--- src/rtl/slowcal_pkg.sv ---
package slowcal_pkg;

    typedef enum logic [1:0] {
        ST_IDLE  = 2'd0,
        ST_ARM   = 2'd1,
        ST_COUNT = 2'd2
    } cal_state_t;

    localparam logic [1:0] SRC_MUX    = 2'd0;
    localparam logic [1:0] SRC_RC256  = 2'd1;
    localparam logic [1:0] SRC_XTAL   = 2'd2;
    localparam logic [1:0] SRC_RCSLOW = 2'd3;

    function automatic int max_shift(input int a, input int b, input int c, input int d);
        int m;
        m = a;
        if (b > m) m = b;
        if (c > m) m = c;
        if (d > m) m = d;
        return m;
    endfunction

endpackage

--- src/rtl/slowcal_edge_sync.sv ---
module slowcal_edge_sync (
    input  logic clk,
    input  logic rst_n,
    input  logic lvl_i,
    output logic rise_o
);
    logic meta_q, sync_q, prev_q;

    always_ff @(posedge clk or negedge rst_n) begin
        if (!rst_n) begin
            meta_q <= 1'b0;
            sync_q <= 1'b0;
            prev_q <= 1'b0;
        end else begin
            meta_q <= lvl_i;
            sync_q <= meta_q;
            prev_q <= sync_q;
        end
    end

    assign rise_o = sync_q & ~prev_q;

    // a detected rise never repeats on the following cycle (supports R3)
    assert_rise_single_R3: assert property (@(posedge clk) disable iff (!rst_n)
        rise_o |=> !rise_o);
endmodule

--- src/rtl/slowcal_sat_counter.sv ---
module slowcal_sat_counter #(
    parameter int W = 32
) (
    input  logic         clk,
    input  logic         rst_n,
    input  logic         clr_i,
    input  logic         en_i,
    output logic [W-1:0] inc_o
);
    localparam logic [W-1:0] TOP = {W{1'b1}};

    logic [W-1:0] cnt_q;

    assign inc_o = (cnt_q == TOP) ? TOP : cnt_q + {{(W-1){1'b0}}, 1'b1};

    always_ff @(posedge clk or negedge rst_n) begin
        if (!rst_n)      cnt_q <= '0;
        else if (clr_i)  cnt_q <= '0;
        else if (en_i)   cnt_q <= inc_o;
    end

    assert_no_wrap_R11: assert property (@(posedge clk) disable iff (!rst_n)
        (en_i && !clr_i && cnt_q == TOP) |=> (cnt_q == TOP));
endmodule

--- src/rtl/slowcal_window_timer.sv ---
module slowcal_window_timer #(
    parameter int W = 27
) (
    input  logic         clk,
    input  logic         rst_n,
    input  logic         clr_i,
    input  logic         en_i,
    input  logic [W-1:0] limit_i,
    output logic         hit_o
);
    logic [W-1:0] cnt_q;

    assign hit_o = en_i && (limit_i != '0) &&
                   (cnt_q == (limit_i - {{(W-1){1'b0}}, 1'b1}));

    always_ff @(posedge clk or negedge rst_n) begin
        if (!rst_n)      cnt_q <= '0;
        else if (clr_i)  cnt_q <= '0;
        else if (en_i)   cnt_q <= cnt_q + {{(W-1){1'b0}}, 1'b1};
    end

    assert_window_bound_R4: assert property (@(posedge clk) disable iff (!rst_n)
        (en_i && limit_i != '0) |-> (cnt_q < limit_i));
endmodule

--- src/rtl/slowcal_meter.sv ---
module slowcal_meter
    import slowcal_pkg::*;
#(
    parameter int CNT_W     = 32,
    parameter int REQ_W     = 15,
    parameter int SH_MUX    = 12,
    parameter int SH_RC256  = 12,
    parameter int SH_XTAL   = 12,
    parameter int SH_RCSLOW = 10
) (
    input  logic             clk,
    input  logic             rst_n,
    input  logic             start_i,
    input  logic             mode_i,
    input  logic [1:0]       src_i,
    input  logic [REQ_W-1:0] ncyc_i,
    input  logic [3:0]       slow_lvl_i,
    output logic             busy_o,
    output logic             done_o,
    output logic             timeout_o,
    output logic [CNT_W-1:0] result_o
);
    localparam int NSRC   = 4;
    localparam int MAX_SH = max_shift(SH_MUX, SH_RC256, SH_XTAL, SH_RCSLOW);
    localparam int TMR_W  = REQ_W + MAX_SH;

    cal_state_t       state_q, state_d;
    logic [1:0]       cfg_src_q;
    logic [REQ_W-1:0] cfg_n_q;
    logic [REQ_W-1:0] edge_cnt_q;
    logic             cyc_q, valid_q, pend_q, done_q, tmo_q;
    logic [CNT_W-1:0] res_q;

    logic [NSRC-1:0]  rise;
    logic             edge_sel, last_edge, measuring, fin, tmo_ev;
    logic             reuse, fresh, zero_req;
    logic             ref_clr, ref_en, tmr_clr, tmr_hit;
    logic [CNT_W-1:0] ref_inc;
    logic [TMR_W-1:0] n_ext, thresh;

    generate
        for (genvar g = 0; g < NSRC; g++) begin : g_sync
            slowcal_edge_sync u_sync (
                .clk    (clk),
                .rst_n  (rst_n),
                .lvl_i  (slow_lvl_i[g]),
                .rise_o (rise[g])
            );
        end
    endgenerate

    assign edge_sel  = rise[cfg_src_q];
    assign last_edge = ({1'b0, edge_cnt_q} + {{REQ_W{1'b0}}, 1'b1}) == {1'b0, cfg_n_q};
    assign measuring = (state_q != ST_IDLE);
    assign fin       = (state_q == ST_COUNT) && edge_sel && last_edge;
    assign tmo_ev    = measuring && tmr_hit && !fin;
    assign reuse     = start_i && mode_i && valid_q &&
                       (src_i == cfg_src_q) && (ncyc_i == cfg_n_q);
    assign fresh     = start_i && !reuse;
    assign zero_req  = (ncyc_i == '0);

    // window length per source
    assign n_ext = {{MAX_SH{1'b0}}, cfg_n_q};
    always_comb begin
        unique case (cfg_src_q)
            SRC_MUX:    thresh = n_ext << SH_MUX;
            SRC_RC256:  thresh = n_ext << SH_RC256;
            SRC_XTAL:   thresh = n_ext << SH_XTAL;
            SRC_RCSLOW: thresh = n_ext << SH_RCSLOW;
            default:    thresh = n_ext << MAX_SH;
        endcase
    end

    assign ref_clr = fresh || ((state_q == ST_ARM) && edge_sel) || fin;
    assign ref_en  = (state_q == ST_COUNT);
    assign tmr_clr = fresh || fin;

    slowcal_sat_counter #(.W(CNT_W)) u_refcnt (
        .clk   (clk),
        .rst_n (rst_n),
        .clr_i (ref_clr),
        .en_i  (ref_en),
        .inc_o (ref_inc)
    );

    slowcal_window_timer #(.W(TMR_W)) u_window (
        .clk     (clk),
        .rst_n   (rst_n),
        .clr_i   (tmr_clr),
        .en_i    (measuring),
        .limit_i (thresh),
        .hit_o   (tmr_hit)
    );

    // next-state logic
    always_comb begin
        state_d = state_q;
        if (fresh) begin
            state_d = zero_req ? ST_IDLE : ST_ARM;
        end else begin
            unique case (state_q)
                ST_IDLE:  state_d = ST_IDLE;
                ST_ARM: begin
                    if (tmo_ev)        state_d = ST_IDLE;
                    else if (edge_sel) state_d = ST_COUNT;
                end
                ST_COUNT: begin
                    if (tmo_ev)              state_d = ST_IDLE;
                    else if (fin && !cyc_q)  state_d = ST_IDLE;
                end
                default:  state_d = ST_IDLE;
            endcase
        end
    end

    // state register
    always_ff @(posedge clk or negedge rst_n) begin
        if (!rst_n) state_q <= ST_IDLE;
        else        state_q <= state_d;
    end

    // outputs and datapath registers
    always_ff @(posedge clk or negedge rst_n) begin
        if (!rst_n) begin
            cfg_src_q  <= SRC_MUX;
            cfg_n_q    <= '0;
            edge_cnt_q <= '0;
            cyc_q      <= 1'b0;
            valid_q    <= 1'b0;
            pend_q     <= 1'b0;
            done_q     <= 1'b0;
            tmo_q      <= 1'b0;
            res_q      <= '0;
        end else if (fresh) begin
            cfg_src_q  <= src_i;
            cfg_n_q    <= ncyc_i;
            cyc_q      <= mode_i;
            edge_cnt_q <= '0;
            valid_q    <= 1'b0;
            pend_q     <= !zero_req;
            done_q     <= zero_req;
            tmo_q      <= 1'b0;
            res_q      <= '0;
        end else begin
            done_q <= reuse;
            if (fin) begin
                res_q      <= ref_inc;
                edge_cnt_q <= '0;
                pend_q     <= 1'b0;
                if (cyc_q)  valid_q <= 1'b1;
                if (pend_q) done_q  <= 1'b1;
            end else if ((state_q == ST_COUNT) && edge_sel) begin
                edge_cnt_q <= edge_cnt_q + {{(REQ_W-1){1'b0}}, 1'b1};
            end
            if (tmo_ev) begin
                tmo_q      <= 1'b1;
                done_q     <= 1'b1;
                res_q      <= '0;
                valid_q    <= 1'b0;
                pend_q     <= 1'b0;
                edge_cnt_q <= '0;
            end
        end
    end

    assign busy_o    = measuring;
    assign done_o    = done_q;
    assign timeout_o = tmo_q;
    assign result_o  = res_q;

    assert_done_pulse_R6: assert property (@(posedge clk) disable iff (!rst_n)
        (done_q && !start_i) |=> !done_q);

    assert_tmo_zero_R4: assert property (@(posedge clk) disable iff (!rst_n)
        timeout_o |-> (result_o == '0));

    assert_start_clears_R7: assert property (@(posedge clk) disable iff (!rst_n)
        (fresh && !zero_req) |=> (!timeout_o && !done_o && busy_o));

    assert_valid_cycling_R9: assert property (@(posedge clk) disable iff (!rst_n)
        valid_q |-> (cyc_q && busy_o));

    assert_tmo_stops_R12: assert property (@(posedge clk) disable iff (!rst_n)
        $rose(timeout_o) |-> !busy_o);
endmodule

--- config.mk ---
export PLATFORM = sky130hd
export DESIGN_NAME = slowcal_meter
export DESIGN_NICKNAME = d
export VERILOG_FILES = /design/src/rtl/slowcal_pkg.sv /design/src/rtl/slowcal_edge_sync.sv /design/src/rtl/slowcal_sat_counter.sv /design/src/rtl/slowcal_window_timer.sv /design/src/rtl/slowcal_meter.sv
export SDC_FILE = /design/constraint.sdc
export NUM_CORES = 1
export LEC_CHECK = 0
export BUFFER_PORTS_ARGS = -buffer_cell sky130_fd_sc_hd__clkbuf_2
export CAP_MARGIN = 15
export CORE_UTILIZATION = 40
export CTS_CLUSTER_DIAMETER = 80
export DETAILED_ROUTE_END_ITERATION = 8
export PLACE_DENSITY = 0.69
export SYNTH_ARGS = -nofsm -noshare
export SYNTH_HDL_FRONTEND = slang
export SYNTH_SLANG_ARGS = --single-unit
--- constraint.sdc ---
create_clock -name clk -period 4 [get_ports clk]
set_input_delay 0.8 -clock clk [delete_from_list [all_inputs] [get_ports clk]]
set_output_delay 0.8 -clock clk [all_outputs]
set_load 0.02 [all_outputs]
After elaboration in Yosys (flattened, before gate mapping)
Cells that the tools add are included.
{"block": "word_totals", "word_cells": 118, "out_inout_bits": 35, "regBits": 142, "in_bits": 25}
{"block": "classes", "n_bitwise": 8, "n_reduce_logical": 33, "muxes": 35, "magnitude_cmp": 1, "addsub": 5, "eq_ne": 12}
{"operator": "$mux W32", "count": 6}
{"operator": "$mux W15", "count": 4}
{"operator": "$mux W27", "count": 2}
{"operator": "$pmux W27 S2", "count": 1}
{"operator": "$add A32 B1 Y32 const B", "count": 1}
{"operator": "$eq A32 B32 Y1 const B", "count": 1}
{"operator": "$add A27 B1 Y27 const B", "count": 1}
{"operator": "$eq A27 B27 Y1", "count": 1}
{"operator": "$reduce_bool A27 Y1", "count": 1}
{"operator": "$sub A27 B1 Y27 const B", "count": 1}
{"operator": "$add A15 B1 Y16 const B", "count": 1}
{"operator": "$eq A16 B15 Y1", "count": 1}
{"operator": "$add A15 B1 Y15 const B", "count": 1}
{"operator": "$eq A15 B15 Y1", "count": 1}
{"operator": "$logic_not A15 Y1", "count": 1}
{"operator": "$mux W1", "count": 15}
{"operator": "$logic_and A1 B1 Y1", "count": 13}
{"operator": "$mux W2", "count": 5}
{"operator": "$reduce_bool A2 Y1", "count": 4}
{"operator": "$eq A2 B2 Y1 const B", "count": 3}
{"operator": "$reduce_bool A3 Y1", "count": 2}
{"operator": "$and A1 B1 Y1", "count": 4}
{"operator": "$eq A2 B1 Y1 const B", "count": 2}
{"operator": "$logic_not A1 Y1", "count": 4}
{"operator": "other kinds (12)", "count": 18}

Depth between registers and ports, before layout
{"block": "depth", "depth_word": 11, "mapped_depth": 14, "depth_no_buf": 11}

Modules after synthesis
A second synthesis with hierarchy kept.
{"block": "unflattened", "hier_cells": 957, "area_unflattened_um2": 8887.3}
{"module": "slowcal_meter", "seq_area_each_um2": 1776.7, "n_inst": 1, "cells_per_inst": 394, "area_per_inst_um2": 3953.8}
{"module": "slowcal_sat_counter", "seq_area_each_um2": 800.8, "n_inst": 1, "cells_per_inst": 287, "area_per_inst_um2": 2376.0}
{"module": "slowcal_window_timer", "seq_area_each_um2": 675.6, "n_inst": 1, "cells_per_inst": 260, "area_per_inst_um2": 2202.1}
{"module": "slowcal_edge_sync", "seq_area_each_um2": 75.1, "n_inst": 4, "cells_per_inst": 4, "area_per_inst_um2": 88.8}

Least setup slack after synthesis
No wires, ideal clock.
{"block": "synth_timing", "kind": "register to register", "from": "reg cfg_src_q[0]", "to": "reg res_q[4] (netlist: result_o[4])", "synth_period_minus_slack_ps": 3102, "path_stages_with_launch": 15, "path_buffers": 3, "t_required_ps": 3879, "t_arrival_ps": 2981, "path_slack_ps": 898, "setup_ps": 121, "cell_sequence": "dfrtp_1 > and2_1 > buf_2 > buf_2 > nand2_1 > ha_1 > nor3b_1 > a22oi_1 > nor2_1 > a211oi_1 > o22ai_1 > nor4b_2 > a21oi_2 > buf_6 > a22o_1"}
{"block": "synth_between", "elab_chain_len": 10, "word_cells_on_any_way": 26, "cone_classes": "1 x add/sub; 5 x eq/ne; 5 x mux; 15 x reduce/logical"}
{"element": "start: declaration", "line_no": "slowcal_meter.sv:28", "text": "logic [1:0] cfg_src_q;"}
{"element": "start signal: assignment", "line_no": "slowcal_meter.sv:135", "text": "cfg_src_q <= src_i;"}
{"element": "$eq A2 B2 Y1, or another cell as far along", "line_no": "slowcal_meter.sv:65", "text": "unique case (cfg_src_q)"}
{"element": "$reduce_or A3 Y1 (no line)"}
{"element": "$pmux W27 S2", "line_no": "slowcal_meter.sv:65"}
{"element": "$sub A27 B1 Y27 / $reduce_bool A27 Y1 (equally long branches)", "line_no": "slowcal_window_timer.sv:14, slowcal_window_timer.sv:13"}
{"element": "$eq A27 B27 Y1 / $logic_and A1 B1 Y1 (equally long branches)", "line_no": "slowcal_window_timer.sv:14, slowcal_window_timer.sv:13"}
{"element": "$logic_and A1 B1 Y1", "line_no": "slowcal_window_timer.sv:13", "text": "assign hit_o = en_i && (limit_i != '0) &&"}
{"element": "$logic_and A1 B1 Y1 (2 in a row)", "line_no": "slowcal_meter.sv:56", "text": "assign tmo_ev = measuring && tmr_hit && !fin;"}
{"element": "$mux W32", "line_no": "slowcal_meter.sv:155", "text": "if (tmo_ev) begin"}
{"element": "$mux W32", "line_no": "slowcal_meter.sv:134", "text": "end else if (fresh) begin"}
{"element": "end signal: assignment", "line_no": "slowcal_meter.sv:147", "text": "res_q <= ref_inc;"}
{"element": "end: declaration", "line_no": "slowcal_meter.sv:32", "text": "logic [CNT_W-1:0] res_q;"}
Several ways; a longest one is shown, not always the timed one. The select of a mux whose other input is x is not followed.
A chain may end at the register's enable or synchronous reset.

Worst setup path after layout
{"block": "layout_timing", "from": "reg cfg_src_q[1]", "to": "reg res_q[21] (netlist: result_o[21])"}
Same word-level chain as after synthesis.

==> qor.txt <==
Residual DRC = 1
DIE AREA = 21900 um2
Worst Setup Start Kind = register
via count of the first global-routing pass = 6446
number of flops mapped to enable cells by yosys = 0
Power Density = 370 nW/um2
NumNets Final = 962
XOR/XNOR share of the synthesized area = 0.118
antenna violations before repair = 0
global-route usage over all layers = 0.202
simple-gate share of the synthesized area = 0.206
HP Start = g_sync[1].u_sync.meta_q$_DFF_PN0_
main combinational cell family by area after synthesis = simple AND/OR/NAND/NOR gates
worst vdd ir = 0.265 mV
area occupied by registers = 3550 um2
Clk pin slew, worst setup/hold paths = 0.07 ns
outcome = complete, but fails checks
layout cells sized above 1 = 0.156
fin. max-slew vios = 0
Worst Setup SP = cfg_src_q[1]$_DFFE_PN0P_
area grow syn2layout = 12.3%
Multi-input gate area = 4590 um2
clock latency on the worst-skew pair = 0.44 ns
overall power = 3.53 mW
ys flop type = dfrtp_1
# port buffers = 59
Yosys reg bits = 142
gpl congestion = 0.901
Post-DP HPWL = 14600 um
htree depth = 4
site row count = 53
min-delay worst type = reg2reg
Vias/cell = 5.66
CTS Buf Count = 17
placed insts = 1188
DR WL/cell = 17.3 um
Critical Path Sink Type = register
Distinct cells, synth = 74
Static Leak = 4.02 nW
Final Skew = 0.0125 ns
Starting Density = 0.406
Post-CTS Resized = 0
setup violators final = 0
crit-path max FO = 33
die height = 148 um
Tmin final = 3.24 ns
slew at the pin with the worst max-slew slack = 0.870 ns
GR peak layer = met1
Final Hold Vio Count = 0
clk sink count = 142
register area share after synthesis = 0.417
diode count = 0
Tcrit/Tclk final = 0.810
Synth Area in Compound Gates = 0.160
Ys Warns = 0
ANT nets after route = 0
die width = 148 um
maxcap violations = 0
largest net degree at the start of global routing = 93
routing usage on met2 = 0.294
total wire length = 21100 um
First DRT Iteration DRCs = 621
WS Path Type = reg2reg
r2r startpoint = cfg_src_q[1]$_DFFE_PN0P_
met1 usage = 0.298
postcts setup bufs = 0
Root Buffer = clkbuf_16
Crit path required time = 4.32 ns
DR pass1 iterations = 6
CTS Hold Buffers Added = 0
Avg Synthesized Cell Area = 9.44 um2
core area = 21000 um2
fillers = 2060
final cell count without fillers = 1220
max_slew headroom = 0.420
FFs w/ async S/R, synth = 1.00
Critical Path AT = 3.56 ns
grt ovf = 0
DR vias = 6901
Fmax achieved = 309 MHz
CTS tree = built
Syn Std Cell Area = 8510 um2
syn nets = 932
violated checks = design-rule violations
CTS Buffer Depth = 2
# IOs = 60
first-pass GRT wire length = 34600 um
Synth Area in Adders = 0.00735
TNS Setup = 0 ns
mux share of post-synthesis cell area = 0.0457
met3 Track Usage GR = 0.0355
Cells after Synth = 902
unrepaired setup endpoints after global routing = false
## cells in the mapped netlist (5+ instances only)
library cell	number	area, um2
a211o_1	10	87.6
a211oi_1	12	90.1
a21o_1	5	37.5
a21oi_1	43	215
a22o_1	31	272
a311oi_1	13	114
and2_1	11	68.8
and3_1	17	106
and4_1	7	61.3
buf_2	14	70.1
buf_6	8	90.1
clkbuf_1	39	146
dfrtp_1	142	3550
ha_1	5	62.6
inv_1	13	48.8
mux2_2	21	236
mux2i_1	13	130
nand2_1	71	267
nand2b_1	7	43.8
nand3_1	39	195
nand4_1	18	113
nor2_1	78	293
nor2b_1	9	56.3
nor3_1	32	160
nor4_1	18	113
o21ai_0	24	120
or3_1	7	43.8
xnor2_1	59	517
xor2_1	51	447
## power breakdown
part / internal [mW] / leakage, nW / switching [mW]
Clock: 0.894 / 0.293 / 0.723
Combinational: 0.156 / 1.82 / 0.220
Sequential: 1.47 / 1.91 / 0.0769
## stage by stage
step / worst slack [ns] / utilization / hold WS [ns] / cell area [um2]
3_3_place_gp: 0.907 / 0.428 / 0.332 / 8970
3_5_place_dp: 0.813 / 0.428 / 0.336 / 8970
6_report: 0.761 / 0.456 / 0.349 / 9560
5_1_grt: 0.514 / 0.456 / 0.358 / 9560
2_1_floorplan: 0.898 / - / 0.331 / 8510
4_1_cts: 0.801 / 0.456 / 0.350 / 9560
## per-layer routing
| metal | vias to the layer above | wire, um |
|---|---|---|
| met1 | 3371 | 10400 |
| met4 | 0 | 364 |
| met3 | 32 | 963 |
| li1 | 3321 | - |
| met2 | 177 | 9370 |
| met5 | - | 0 |
## worst max-delay path: stages (launching register included)
cell and delay (ns):
dfrtp_1 0.35, and2_1 0.33, nand2_1 0.15, ha_1 0.30, nor3b_1 0.16, a22oi_1 0.33, nor2_1 0.17, o31a_1 0.13
o32ai_1 0.33, nor4b_2 0.28, a21oi_2 0.07, buf_4 0.25, a22o_1 0.28
## final cells by class
cell class / count / share of cell area
Clock inverter: 15 / 0.0173
Inverter: 13 / 0.00510
Multi-Input combinational cell: 681 / 0.480
Clock buffer: 17 / 0.0445
Sequential cell: 142 / 0.372
Timing Repair Buffer: 77 / 0.0457
Tap cell: 275 / 0.0360
## logic make-up (layout without fill, tap and decap cells)
group                    after synthesis  after routing
AND/OR/NAND/NOR                      340            340
flip-flops                           142            142
XOR/XNOR                             112            112
AO/OA/AOI/OAI                        189            189
multiplexers                          35             35
buffers and inverters                 79            122
adder cells (fa/ha/maj)                5              5
## worst paths after layout
path	end	slack, ns	depth (start not counted)
setup / recovery	result_o[21]$_DFFE_PN0P_	0.76	12
hold / removal	g_sync[1].u_sync.sync_q$_DFF_PN0_	0.35	0
setup reg to reg	result_o[21]$_DFFE_PN0P_	0.76	12
hold reg to reg	g_sync[1].u_sync.sync_q$_DFF_PN0_	0.35	0
max in group asynchronous	u_window.cnt_q[18]$_DFFE_PN0P_	2.70	2
min in group asynchronous	u_window.cnt_q[5]$_DFFE_PN0P_	0.43	1
## registers in the layout, indices dropped and copies added (netlist names), 2 cells and up
name / cells
cfg_n_q: 15
cfg_src_q: 2
edge_cnt_q: 15
g_sync.u_sync.meta_q: 4
g_sync.u_sync.prev_q: 4
g_sync.u_sync.sync_q: 4
result_o: 32
state_q: 2
u_refcnt.cnt_q: 32
u_window.cnt_q: 27
## cell usage in the layout (no fill, tap or decap), drive strengths merged, types with 9 or more instances in the layout
cell and n:
dfrtp 142, nor2 78, clkbuf 75, nand2 71
xnor2 59, xor2 51, a21oi 44, nand3 39
nor3 32, a22o 31, o21ai 27, inv 25
mux2 21, nand4 20, nor4 19, buf 19
and3 17, mux2i 13, a311oi 13, a211oi 12
and2 11, a211o 10, nor2b 9
No activity file was read; power rests on OpenSTA's default activity.
